## config.mk

```make
export PLATFORM = sky130hd
export DESIGN_NAME = pport_seq
export DESIGN_NICKNAME = d
export VERILOG_FILES = /design/src/rtl/pport_pkg.sv /design/src/rtl/pport_tick.sv /design/src/rtl/pport_fsm.sv /design/src/rtl/pport_pins.sv /design/src/rtl/pport_seq.sv
export SDC_FILE = /design/constraint.sdc
export NUM_CORES = 1
export LEC_CHECK = 0
export ABC_AREA = 1
export BUFFER_PORTS_ARGS = -buffer_cell sky130_fd_sc_hd__buf_2
export CAP_MARGIN = 20
export CORE_AREA = 2 2 43 53
export DETAILED_ROUTE_END_ITERATION = 8
export DIE_AREA = 0 0 45 55
export GPL_TIMING_DRIVEN = 0
export HOLD_SLACK_MARGIN = 0.05
export PLACE_DENSITY = 0.81
export SLEW_MARGIN = 10
export SYNTH_ARGS = -nofsm -noshare
export SYNTH_HDL_FRONTEND = slang
export SYNTH_SLANG_ARGS = --single-unit
```

## constraint.sdc

```tcl
create_clock -name clk -period 2.5 [get_ports clk]
set_input_delay 0.375 -clock clk [delete_from_list [all_inputs] [get_ports clk]]
set_output_delay 0.375 -clock clk [all_outputs]
set_load 0.01 [all_outputs]
```

## src/rtl/pport_pkg.sv

```systemverilog
package pport_pkg;
    localparam int CFG_W    = 8;
    localparam int DLY_W    = 2;
    localparam int DLY_BASE = 2;
    localparam int CNT_W    = 3;

    typedef struct packed {
        logic             div;
        logic             wide;
        logic [DLY_W-1:0] dly;
        logic             ack_pol;
        logic             req_pol;
        logic             periph;
        logic             style;
    } cfg_t;

    typedef enum logic [1:0] {
        S_IDLE = 2'd0,
        S_REQ  = 2'd1,
        S_ACK  = 2'd2,
        S_STB  = 2'd3
    } seq_st_e;
endpackage

```

## src/rtl/pport_tick.sv

```systemverilog
module pport_tick (
    input  logic clk,
    input  logic rst_n,
    input  logic div_i,
    output logic tick_o
);
    logic phase_d, phase_q;

    always_comb begin
        phase_d = div_i ? ~phase_q : 1'b0;
    end

    always_ff @(posedge clk or negedge rst_n) begin
        if (!rst_n) phase_q <= 1'b0;
        else        phase_q <= phase_d;
    end

    assign tick_o = ~div_i | phase_q;


    tick_alt_chk: assert property (@(posedge clk) disable iff (!rst_n)
        (div_i && $past(div_i)) |-> (tick_o != $past(tick_o)));
endmodule

```

## src/rtl/pport_fsm.sv

```systemverilog
module pport_fsm
    import pport_pkg::*;
(
    input  logic             clk,
    input  logic             rst_n,
    input  logic             soft_rst_i,
    input  logic [CFG_W-1:0] cfg_i,
    input  logic             tick_i,
    input  logic             xfer_pend_i,
    input  logic             xfer_dir_i,
    input  logic             fifo_empty_i,
    input  logic             fifo_full_i,
    output seq_st_e          st_o,
    output logic             dir_o,
    output cfg_t             cfg_o,
    output logic             done_o
);
    typedef struct packed {
        seq_st_e          st;
        logic [CNT_W-1:0] cnt;
        logic             dir;
        logic             done;
        cfg_t             cfg;
    } fsm_t;

    fsm_t q, d;
    logic fifo_ok;
    logic [CNT_W-1:0] gap_lim, wid_lim;

    always_comb begin
        fifo_ok = xfer_dir_i ? ~fifo_full_i : ~fifo_empty_i;
        gap_lim = CNT_W'(DLY_BASE) + CNT_W'(q.cfg.dly);
        wid_lim = q.cfg.wide ? CNT_W'(2) : CNT_W'(1);
        d       = q;
        d.done  = 1'b0;
        if (soft_rst_i) begin
            d.st  = S_IDLE;
            d.cnt = '0;
            d.cfg = '0;
        end else begin
            unique case (q.st)
                S_IDLE: begin
                    if (q.cfg.periph && tick_i && xfer_pend_i && fifo_ok) begin
                        d.st  = S_REQ;
                        d.cnt = CNT_W'(1);
                        d.dir = xfer_dir_i;
                    end else begin
                        d.cfg = cfg_t'(cfg_i);
                    end
                end
                S_REQ: begin
                    if (tick_i) begin
                        if (q.cnt == gap_lim) d.st  = S_ACK;
                        else                  d.cnt = q.cnt + CNT_W'(1);
                    end
                end
                S_ACK: begin
                    if (tick_i) begin
                        d.st  = S_STB;
                        d.cnt = CNT_W'(1);
                    end
                end
                S_STB: begin
                    if (tick_i) begin
                        if (q.cnt == wid_lim) begin
                            d.st   = S_IDLE;
                            d.cnt  = '0;
                            d.done = 1'b1;
                        end else begin
                            d.cnt = q.cnt + CNT_W'(1);
                        end
                    end
                end
                default: d.st = S_IDLE;
            endcase
        end
    end

    always_ff @(posedge clk or negedge rst_n) begin
        if (!rst_n) begin
            q.st   <= S_IDLE;
            q.cnt  <= '0;
            q.dir  <= 1'b0;
            q.done <= 1'b0;
            q.cfg  <= '0;
        end else begin
            q <= d;
        end
    end

    assign st_o   = q.st;
    assign dir_o  = q.dir;
    assign cfg_o  = q.cfg;
    assign done_o = q.done;


    start_gate_chk: assert property (@(posedge clk) disable iff (!rst_n)
        (q.st == S_REQ && $past(q.st) == S_IDLE) |->
        $past(xfer_pend_i && tick_i && q.cfg.periph &&
              (xfer_dir_i ? !fifo_full_i : !fifo_empty_i)));

    cfg_hold_chk: assert property (@(posedge clk) disable iff (!rst_n)
        (q.st != S_IDLE) |-> $stable(q.cfg));

    done_one_cycle_chk: assert property (@(posedge clk) disable iff (!rst_n)
        q.done |=> !q.done);

    proc_idle_chk: assert property (@(posedge clk) disable iff (!rst_n)
        !q.cfg.periph |-> (q.st == S_IDLE));
endmodule

```

## src/rtl/pport_pins.sv

```systemverilog
module pport_pins
    import pport_pkg::*;
(
    input  seq_st_e st_i,
    input  logic    dir_i,
    input  cfg_t    cfg_i,
    output logic    ctl_oe_o,
    output logic    req_o,
    output logic    ack_o,
    output logic    stb_a_o,
    output logic    stb_b_o
);
    logic req_act, ack_act, stb_act;

    always_comb begin
        req_act  = (st_i != S_IDLE);
        ack_act  = (st_i == S_ACK) || (st_i == S_STB);
        stb_act  = (st_i == S_STB);
        ctl_oe_o = cfg_i.periph;
        req_o    = req_act ^ cfg_i.req_pol;
        ack_o    = ~(ack_act ^ cfg_i.ack_pol);
        if (cfg_i.style) begin
            stb_a_o = ~stb_act;
            stb_b_o = req_act ? ~dir_i : 1'b1;
        end else begin
            stb_a_o = ~(stb_act & ~dir_i);
            stb_b_o = ~(stb_act & dir_i);
        end
    end


    one_strobe_chk: assert final (cfg_i.style || (stb_a_o | stb_b_o));
endmodule

```

## src/rtl/pport_seq.sv

```systemverilog
module pport_seq
    import pport_pkg::*;
(
    input  logic             clk,
    input  logic             rst_n,
    input  logic             soft_rst_i,
    input  logic [CFG_W-1:0] cfg_i,
    input  logic             xfer_pend_i,
    input  logic             xfer_dir_i,
    input  logic             fifo_empty_i,
    input  logic             fifo_full_i,
    output logic             ctl_oe_o,
    output logic             req_o,
    output logic             ack_o,
    output logic             stb_a_o,
    output logic             stb_b_o,
    output logic             done_o
);
    logic    tick;
    seq_st_e st;
    logic    dir;
    cfg_t    cfg_q;

    pport_tick tick_i (
        .clk    (clk),
        .rst_n  (rst_n),
        .div_i  (cfg_q.div),
        .tick_o (tick)
    );

    pport_fsm fsm_i (
        .clk          (clk),
        .rst_n        (rst_n),
        .soft_rst_i   (soft_rst_i),
        .cfg_i        (cfg_i),
        .tick_i       (tick),
        .xfer_pend_i  (xfer_pend_i),
        .xfer_dir_i   (xfer_dir_i),
        .fifo_empty_i (fifo_empty_i),
        .fifo_full_i  (fifo_full_i),
        .st_o         (st),
        .dir_o        (dir),
        .cfg_o        (cfg_q),
        .done_o       (done_o)
    );

    pport_pins pins_i (
        .st_i     (st),
        .dir_i    (dir),
        .cfg_i    (cfg_q),
        .ctl_oe_o (ctl_oe_o),
        .req_o    (req_o),
        .ack_o    (ack_o),
        .stb_a_o  (stb_a_o),
        .stb_b_o  (stb_b_o)
    );
endmodule

```

Word-level counts from Yosys, hierarchy flattened
Cells that the tools add are included.
{"block": "totals", "ff_bits": 16, "wordCells": 76, "input_bits": 15, "output_inout_bits": 6}
{"block": "op_classes", "add_sub_neg": 2, "bitwise_logic": 15, "n_mux": 23, "n_eq_ne": 13, "n_reduce_logical": 11}
{"cell": "$mux 8", "count": 3}
{"cell": "$mux 5", "count": 4}
{"cell": "$pmux 5 s4", "count": 1}
{"cell": "$ne 3x2->1 const B", "count": 4}
{"cell": "$not 1->1", "count": 10}
{"cell": "$mux 1", "count": 9}
{"cell": "$ne 3x3->1 const B", "count": 3}
{"cell": "$eq 3x3->1", "count": 2}
{"cell": "$mux 2", "count": 3}
{"cell": "$mux 3", "count": 2}
{"cell": "$mux 6", "count": 1}
{"cell": "$reduce_and 6->1", "count": 1}
{"cell": "$reduce_and 5->1", "count": 1}
{"cell": "$eq 2x2->1 const B", "count": 2}
{"cell": "$reduce_bool 2->1", "count": 2}
{"cell": "$add 2x2->3 const A", "count": 1}
{"cell": "$add 3x1->3 const B", "count": 1}
{"cell": "$logic_and 1x1->1", "count": 3}
{"cell": "$reduce_and 3->1", "count": 1}
{"cell": "$and 1x1->1", "count": 2}
{"cell": "$eq 2x1->1 const B", "count": 1}
{"cell": "$logic_not 2->1", "count": 1}
{"cell": "$ne 2x2->1 const B", "count": 1}
{"cell": "$reduce_and 2->1", "count": 1}
{"cell": "3 further kinds", "count": 4}

Logic depth before layout (Yosys ltp)
Gate-level depths: netlist (run 1).
{"block": "logic_depth", "ltp_word": 8, "mapped_depth": 12, "ltp_nobuf": 12}

By module
A second synthesis (run 1) with hierarchy kept.
{"block": "unflattened", "hier_cells": 152, "area_unflattened_um2": 1177.4}
{"module": "pport_fsm", "cells_each": 133, "seq_area_each_um2": 375.4, "area_per_inst_um2": 1066.0, "instances": 1}
{"module": "pport_pins", "cells_each": 14, "seq_area_each_um2": 0.0, "area_per_inst_um2": 68.8, "instances": 1}
{"module": "pport_tick", "cells_each": 5, "seq_area_each_um2": 25.0, "area_per_inst_um2": 42.5, "instances": 1}

Least setup slack after synthesis (run 1)
Ideal clock, no wire load.
{"block": "synth_timing", "path_type": "register to register", "startpoint": "register fsm_i.st_o[0] (netlist name)", "endpoint": "register fsm_i.q[10] (netlist bit)", "arrival_time_ns": 1.268, "period_less_slack_ns": 1.386, "path_stages_with_launch": 10, "setup_slack_ns": 1.114, "setup_ns": 0.117, "path_buffers": 0, "cell_sequence": "dfrtp_1 > inv_1 > ha_1 > inv_2 > nor2_4 > nand2_1 > nand2_2 > nor2_4 > nand3_1 > nand2_1"}
{"block": "synth_via", "elab_chain_len": 3}
{"item": "$eq 2x2->1 (tied with other cells)", "line_no": "pport_fsm.sv:41", "source": "unique case (q.st)"}
{"item": "$ne 3x3->1 (no line) (tied with other cells)"}
{"item": "$reduce_and 5->1 (no line) or $mux 5 (tied branches)"}
{"item": "end: declaration", "line_no": "pport_fsm.sv:26", "source": "fsm_t q, d;"}
Several ways; a longest one is shown, not always the timed one.
A chain may end at the register's enable or synchronous reset.

Worst setup path after layout (run 1)
{"block": "layout_timing", "startpoint": "register fsm_i.st_o[0] (netlist name)", "endpoint": "output port ack_o"}
{"block": "layout_via", "elab_chain_len": 4}
{"item": "$eq 2x2->1", "line_no": "pport_pins.sv:17", "source": "ack_act = (st_i == S_ACK) || (st_i == S_STB);"}
{"item": "$logic_or 1x1->1 *", "line_no": "pport_pins.sv:17"}
{"item": "$xor 1x1->1 *", "line_no": "pport_pins.sv:21", "source": "ack_o = ~(ack_act ^ cfg_i.ack_pol);"}
{"item": "$not 1->1 *", "line_no": "pport_pins.sv:21"}
{"item": "end: declaration", "line_no": "pport_seq.sv:14", "source": "output logic ack_o,"}
Every way passes the cells marked *; elsewhere a longest branch is shown, timed or not.

==> parameters.txt, run 1 <==
Parameter                              Value

Route
  Overall routed net length    between 2000 and 2500 microns
  Remaining design rule violation count    0
  WL/cell    between 10 and 15 microns
  Number of vias in the routed layout    990
  Post-DR vias/cell    between 5 and 6
  Remaining antenna violation count    0
  Pre-Repair DR Iteration Count    4
  First DRT Iteration DRCs    15

Placed design
  Count of input and output buffers    19
  HPWL Detailed    roughly 1800 microns
  Worst setup slack after placement    between 0.9 and 1 ns
  Global placement routability congestion    0.8433
  Placed cell areas    0.001227 sq mm

Cells and area
  Fin nets    just under 200
  Fraction of layout instances using a drive strength above 1    between 20% and 30%
  Synthesis-to-finish area growth    15.03%
  Inserted Diodes    0
  Most common cell after layout, fill and taps aside    sky130_fd_sc_hd__nand2_1
  Commonest cells after routing, fill and taps aside    sky130_fd_sc_hd__nand2_1, sky130_fd_sc_hd__inv_1, sky130_fd_sc_hd__buf_2
  Post-route cell area    between 0.001 and 0.0015 sq mm
  Number of filler instances in the final layout    roughly 170

STA
  Final Hold Vio Count    0
  Post-route worst setup slack    roughly 0.65 ns
  Slew of the pin with the lowest slew margin    ~0.37 ns
  Worst slew margin    between 70% and 80%
  Period utilization    73.98%
  Number of pins with negative max-slew slack in the final report    0
  Setup repair after global routing missed its margin    no
  Fmax    roughly 540 MHz
  Minimum period implied by the final worst setup slack    1.849 ns
  Worst Skew    between 0.007 and 0.008 ns
  Worst hold slack    ~0.30 ns
  Final setup vio count    0
  Setup TNS    0 ns

Critical path
  Worst endpoint required time    around 2.1 ns
  Startpoint Class    flop
  Critical Path Slowest Stage Cell    sky130_fd_sc_hd__dfrtp_1
  Cell class contributing the biggest share of worst-path delay    flip-flops
  List of cells traversed by the critical path    ha_1, inv_2, nand2_1, xor2_1, buf_2
  Worst reg-to-reg setup slack    0.92 ns
  CP max FO    6
  Number of cells on the worst reg-to-reg path    9
  Arrival time worst endpoint    between 1 and 1.5 ns
  Beginning of the critical path    fsm_i.st_o[0]
  Critical Path Sink Type    output port
  CP Class    reg2out
  Levels on crit path    5
  Crit-path max cell delay    ~0.41 ns
  WP buf/inv    2
  RR Startpoint    fsm_i.st_o[1]

Global route
  GRT Residual Overflow    0
  Largest net degree at the start of global routing    17
  Global-route wire length before repair    between 4000 and 5000 microns
  Gr usage total    22.49%
  Number of antenna violations at the first check in global routing    0
  Via count of the first global-routing pass    1037

Power and ir drop
  Leak pwr    roughly 0.69 nW
  Worst VDD drop    approximately 0.00054 V
  Cell area power density    between 900 and 1000 mW/mm^2
  Total chip power    roughly 0.0011 W

CTS
  Clock input transition at the sequential cells of the worst setup and hold paths    around 0.10 ns
  CTS root buf    sky130_fd_sc_hd__clkbuf_4
  CTS buffer count    3
  Maximum buffer depth of the clock tree    2
  Number of instances resized during post-cts repair    0
  CTS tree    built
  Number of sinks on the clock net    16
  Clock latency of the later-clocked register in the worst-skew pair    ~0.30 ns
  # Post-CTS Setup Buffers    0
  Number of buffers inserted for hold repair after clock tree synthesis    1
  H-Tree Level Count    1

Hold path
  Min-Delay Startpoint    soft_rst_i
  Number of cells on the worst hold path    2
  Hold Crit Class    in2reg

Synth
  Synthesized instance count    147
  Mean Syn Cell Area    between 7 and 8 sq um
  Count of cell types in the netlist    24
  Post-synth net total    roughly 170
  Netlist Area Pre-Place    about 0.0011 sq mm
  Flip-flop and latch count after synthesis    16
  Yosys warning count    0
  Sequential share of the synthesized area    a little over a third

Die
  Total Die Area    around 0.0025 sq mm
  Number of core rows    18
  Initial core utilization    between 50% and 60%
  Chip width    between 40 and 50 microns
  Placeable Area    0.001982 sq mm
  Vert. Die Dim    55 microns
  I/O pin total    21

Outcome
  Run status    finished, final reports clean

Flow run
  Max-capacitance violation count    0
-- worst paths after layout --
kind / end
setup / recovery: ack_o
hold / removal: fsm_i.done_o
setup reg to reg: fsm_i.q[10]
hold reg to reg: tick_i.phase_q
max in group asynchronous: fsm_i.cfg_o[2]
min in group asynchronous: fsm_i.cfg_o[4]
-- state kept, by name, indices dropped and copies added, names as in the netlist --
register	flops
fsm_i.cfg_o	8
fsm_i.q	3
fsm_i.st_o	2
fsm_i.dir_o	1
fsm_i.done_o	1
tick_i.phase_q	1
-- synthesized netlist by cell type --
cell type / n / area [sq um]
sky130_fd_sc_hd__nor2_4: 6 / 67.56
sky130_fd_sc_hd__nor2_2: 1 / 6.260
sky130_fd_sc_hd__buf_6: 2 / 22.52
sky130_fd_sc_hd__o21ai_0: 2 / 10.01
sky130_fd_sc_hd__a31oi_1: 1 / 6.260
sky130_fd_sc_hd__nand2_1: 42 / 157.7
sky130_fd_sc_hd__nand3_2: 1 / 10.01
sky130_fd_sc_hd__a21oi_1: 3 / 15.01
sky130_fd_sc_hd__inv_4: 2 / 12.51
sky130_fd_sc_hd__xor2_1: 2 / 17.52
sky130_fd_sc_hd__inv_1: 19 / 71.32
sky130_fd_sc_hd__dfrtp_1: 16 / 400.4
sky130_fd_sc_hd__a21oi_2: 1 / 8.760
sky130_fd_sc_hd__ha_1: 6 / 75.07
sky130_fd_sc_hd__nor2_1: 4 / 15.01
sky130_fd_sc_hd__nand2_4: 1 / 11.26
sky130_fd_sc_hd__xnor2_1: 1 / 8.760
sky130_fd_sc_hd__o21ai_1: 7 / 35.03
sky130_fd_sc_hd__nand2_2: 4 / 25.02
sky130_fd_sc_hd__nor3_2: 1 / 10.01
sky130_fd_sc_hd__inv_2: 5 / 18.77
sky130_fd_sc_hd__nand4_1: 1 / 6.260
sky130_fd_sc_hd__nor4_1: 1 / 6.260
sky130_fd_sc_hd__nand3_1: 18 / 90.09
-- per-layer routing --
metal  GRT usage, %  wire [microns]  vias to the layer above
li1               -               -                      505
met1          22.60             936                      463
met2          43.57            1276                       17
met3          3.571              75                        5
met4          11.76              41                        0
met5              0               0                        -
-- worst reg2reg max path, delay by kind of cell (launching register included) --
family,cells,cell delay (ns)
buffers and inverters,2,0.20
flip-flops,1,0.42
AND/OR/NAND/NOR,6,0.60
adder cells (fa/ha/maj),1,0.26
-- stage by stage --
step | instances | utilization [%]
global route | 191 | 64.27
floorplan | 147 | -
finish | 191 | 64.27
global placement | 186 | 61.93
CTS | 191 | 64.27
detailed placement | 186 | 61.93
-- power breakdown --
part	switching (W)	internal, W	leakage, nW
Sequential	0.0000543	0.000325	0.212
Combinational	0.000376	0.000215	0.453
Clock	0.0000901	0.0000889	0.0210
-- area by class of cell --
type | count | area, sq um | share of cell area [%]
buffer | 2 | 22.52 | 1.768
inverter | 26 | 102.6 | 8.055
sequential | 16 | 400.4 | 31.43
multi-input combinational | 103 | 581.8 | 45.68
timing repair buffer | 20 | 105.1 | 8.251
clock buffer | 4 | 36.28 | 2.849
tap | 20 | 25.02 | 1.965
-- cells by family after synthesis --
group | Yosys count | share of synthesized area (%)
AND/OR/NAND/NOR | 80 | 36.61
buffers and inverters | 28 | 11.30
adder cells (fa/ha/maj) | 6 | 6.779
flip-flops | 16 | 36.16
AO/OA/AOI/OAI | 14 | 6.779
XOR/XNOR | 3 | 2.373
Note: power is estimated with default switching activity, not from simulation.
==> run 2: changes to the inputs <==
- CORE_AREA: 2 2 43 53 -> 2 2 47 58
- DIE_AREA: 0 0 45 55 -> 0 0 49 60
- PLACE_DENSITY: 0.81 -> 0.71
- clock period: 2.5 -> 1.6 ns (I/O delays scaled with it)
==> parameters.txt, run 2 (synthesized netlist as in run 1, its figures left out) <==
Parameter                              Value

Outcome
  Violations in the final reports    negative setup slack
  Run status    finished, violations left

STA
  Minimum period implied by the final worst setup slack    ~1.6 ns
  Setup repair after global routing missed its margin    yes
  Slew of the pin with the lowest slew margin    around 0.38 ns
  Final Hold Vio Count    0
  Worst slew margin    around three quarters
  Worst Skew    approximately 0.0047 ns
  Post-route worst setup slack    -0.01831 ns
  Fmax    approximately 620 MHz
  Period utilization    101.1%
  Final setup vio count    1
  Number of pins with negative max-slew slack in the final report    0
  Setup TNS    -0.01831 ns

Cells and area
  Fraction of layout instances using a drive strength above 1    between 30% and 40%
  Inserted Diodes    0
  Fin nets    ~200
  Most common cell after layout, fill and taps aside    sky130_fd_sc_hd__nand2_1
  Finished Core Util    roughly three fifths
  Max reg flops    8
  Synthesis-to-finish area growth    28.59%
  Commonest cells after routing, fill and taps aside    sky130_fd_sc_hd__nand2_1, sky130_fd_sc_hd__buf_2, sky130_fd_sc_hd__nand3_1
  Number of cells in the finished layout apart from fillers    between 200 and 250
  Number of filler instances in the final layout    between 200 and 250

Critical path
  Crit-path max cell delay    ~0.46 ns
  Critical Path Slowest Stage Cell    sky130_fd_sc_hd__dfrtp_2
  Worst endpoint required time    between 1 and 1.5 ns
  Startpoint Class    flop
  CP Class    reg2out
  Critical Path Sink Type    output port
  CP max FO    3
  Arrival time worst endpoint    1.38 ns
  List of cells traversed by the critical path    inv_4, ha_4, inv_4, nand2_2, xor2_1, buf_2
  Crit-path most repeated cell    sky130_fd_sc_hd__inv_4

Die
  Vert. Die Dim    60 microns
  Placeable Area    0.002427 sq mm
  Number of core rows    20
  I/O pin total    21
  Chip width    slightly below 50 microns
  Total Die Area    slightly below 0.003 sq mm
  Initial core utilization    a little under half

Route
  First DRT Iteration DRCs    15
  Remaining design rule violation count    0
  Post-DR vias/cell    ~5.0
  Overall routed net length    approximately 2500 microns
  WL/cell    around 12 microns
  Number of vias in the routed layout    1053
  Pre-Repair DR Iteration Count    4
  Remaining antenna violation count    0

Global route
  Met2 Usage GRT    a little under two fifths
  GRT Max-Usage Layer    met2
  Met1 track utilization from global routing    a little over a fifth
  Gr usage total    between 10% and 20%
  Global-route wire length before repair    roughly 4300 microns
  Largest net degree at the start of global routing    17
  Met3 routing resource usage after global routing    between 2 and 3%
  GRT Residual Overflow    0
  Via count of the first global-routing pass    between 1000 and 1500
  Number of antenna violations at the first check in global routing    0

CTS
  CTS buffer count    3
  CTS root buf    sky130_fd_sc_hd__clkbuf_4
  H-Tree Level Count    1
  CTS tree    built
  Clock latency of the later-clocked register in the worst-skew pair    0.30 ns
  Maximum buffer depth of the clock tree    2
  Clock input transition at the sequential cells of the worst setup and hold paths    ~0.1 ns
  Number of sinks on the clock net    16

Power and ir drop
  Leak pwr    0.7327 nW
  Total chip power    just over 0.002 W
  Worst VDD drop    about 0.0009 V
  Cell area power density    1442 mW/mm^2

Placed design
  Placed cells    199
  Count of input and output buffers    19
  Worst setup slack after placement    -0.01975 ns
  HPWL Detailed    approximately 1800 microns
  Global placement routability congestion    0.8221

Hold path
  Hold Crit Class    in2reg

Flow run
  Max-capacitance violation count    0
[run 2: cell types whose count changed in the layout (fill, tap and decap cells not counted), moves of 3 or more]
cell                    change
sky130_fd_sc_hd__ha_1       -4
sky130_fd_sc_hd__ha_4       +3
sky130_fd_sc_hd__inv_4      +3
sky130_fd_sc_hd__inv_1      -4
sky130_fd_sc_hd__buf_4      +5
[run 2: where the power goes]
part           internal, W  switching (W)  total (W)
Sequential        0.000512       0.000110   0.000621
Combinational     0.000481       0.000675    0.00116
Clock             0.000139       0.000138   0.000277
Total              0.00113       0.000923    0.00205
[run 2: layout make-up]
| cell class | instances | area, sq um | area share, % |
|---|---|---|---|
| buffer | 2 | 22.52 | 1.582 |
| inverter | 26 | 110.1 | 7.733 |
| multi-input combinational | 103 | 656.9 | 46.13 |
| timing repair buffer | 26 | 153.9 | 10.81 |
| tap | 33 | 41.29 | 2.900 |
| clock buffer | 4 | 36.28 | 2.548 |
| sequential | 16 | 402.9 | 28.30 |
[run 2: worst paths after layout]
path | start | endpoint | slack, ns | cells past startpoint
setup / recovery | fsm_i.st_o[0] | ack_o | -0.02 | 6
hold / removal | soft_rst_i | fsm_i.done_o | 0.16 | 2
setup reg to reg | fsm_i.st_o[1] | fsm_i.q[10] | 0.02 | 9
hold reg to reg | tick_i.phase_q | tick_i.phase_q | 0.48 | 1
max in group asynchronous | rst_n | fsm_i.st_o[0] | 0.93 | 2
min in group asynchronous | rst_n | fsm_i.cfg_o[4] | 0.38 | 2
[run 2: worst max-delay path, delay by kind of cell (launching register included)]
family	cells	cell delay, ns
flip-flops	1	0.46
buffers and inverters	3	0.28
adder cells (fa/ha/maj)	1	0.15
XOR/XNOR	1	0.13
AND/OR/NAND/NOR	1	0.05
[run 2: stage by stage]
stage / hold slack, ns / cell area [sq um]
floorplan: -0.05559 / 1107
global placement: 0.1752 / 1244
detailed placement: 0.1802 / 1244
CTS: 0.1498 / 1359
global route: 0.1491 / 1424
finish: 0.1584 / 1424
[run 2: layer usage]
metal  up-vias  part of all wire [%]
met5         -                     0
met4         0                   1.6
met3         4                   4.6
met2        35                    53
met1       497                    40
li1        517                     -
[run 2: what timing repair did]
action / 4_1_cts / 5_1_grt
buffers inserted: 3 / 3
pin swaps: 4 / 2
hold buffers: 1 / 0
endpoints found under the setup margin: 5 / 8
gates resized for setup: 15 / 10
hold endpoints to repair: 16 / 0
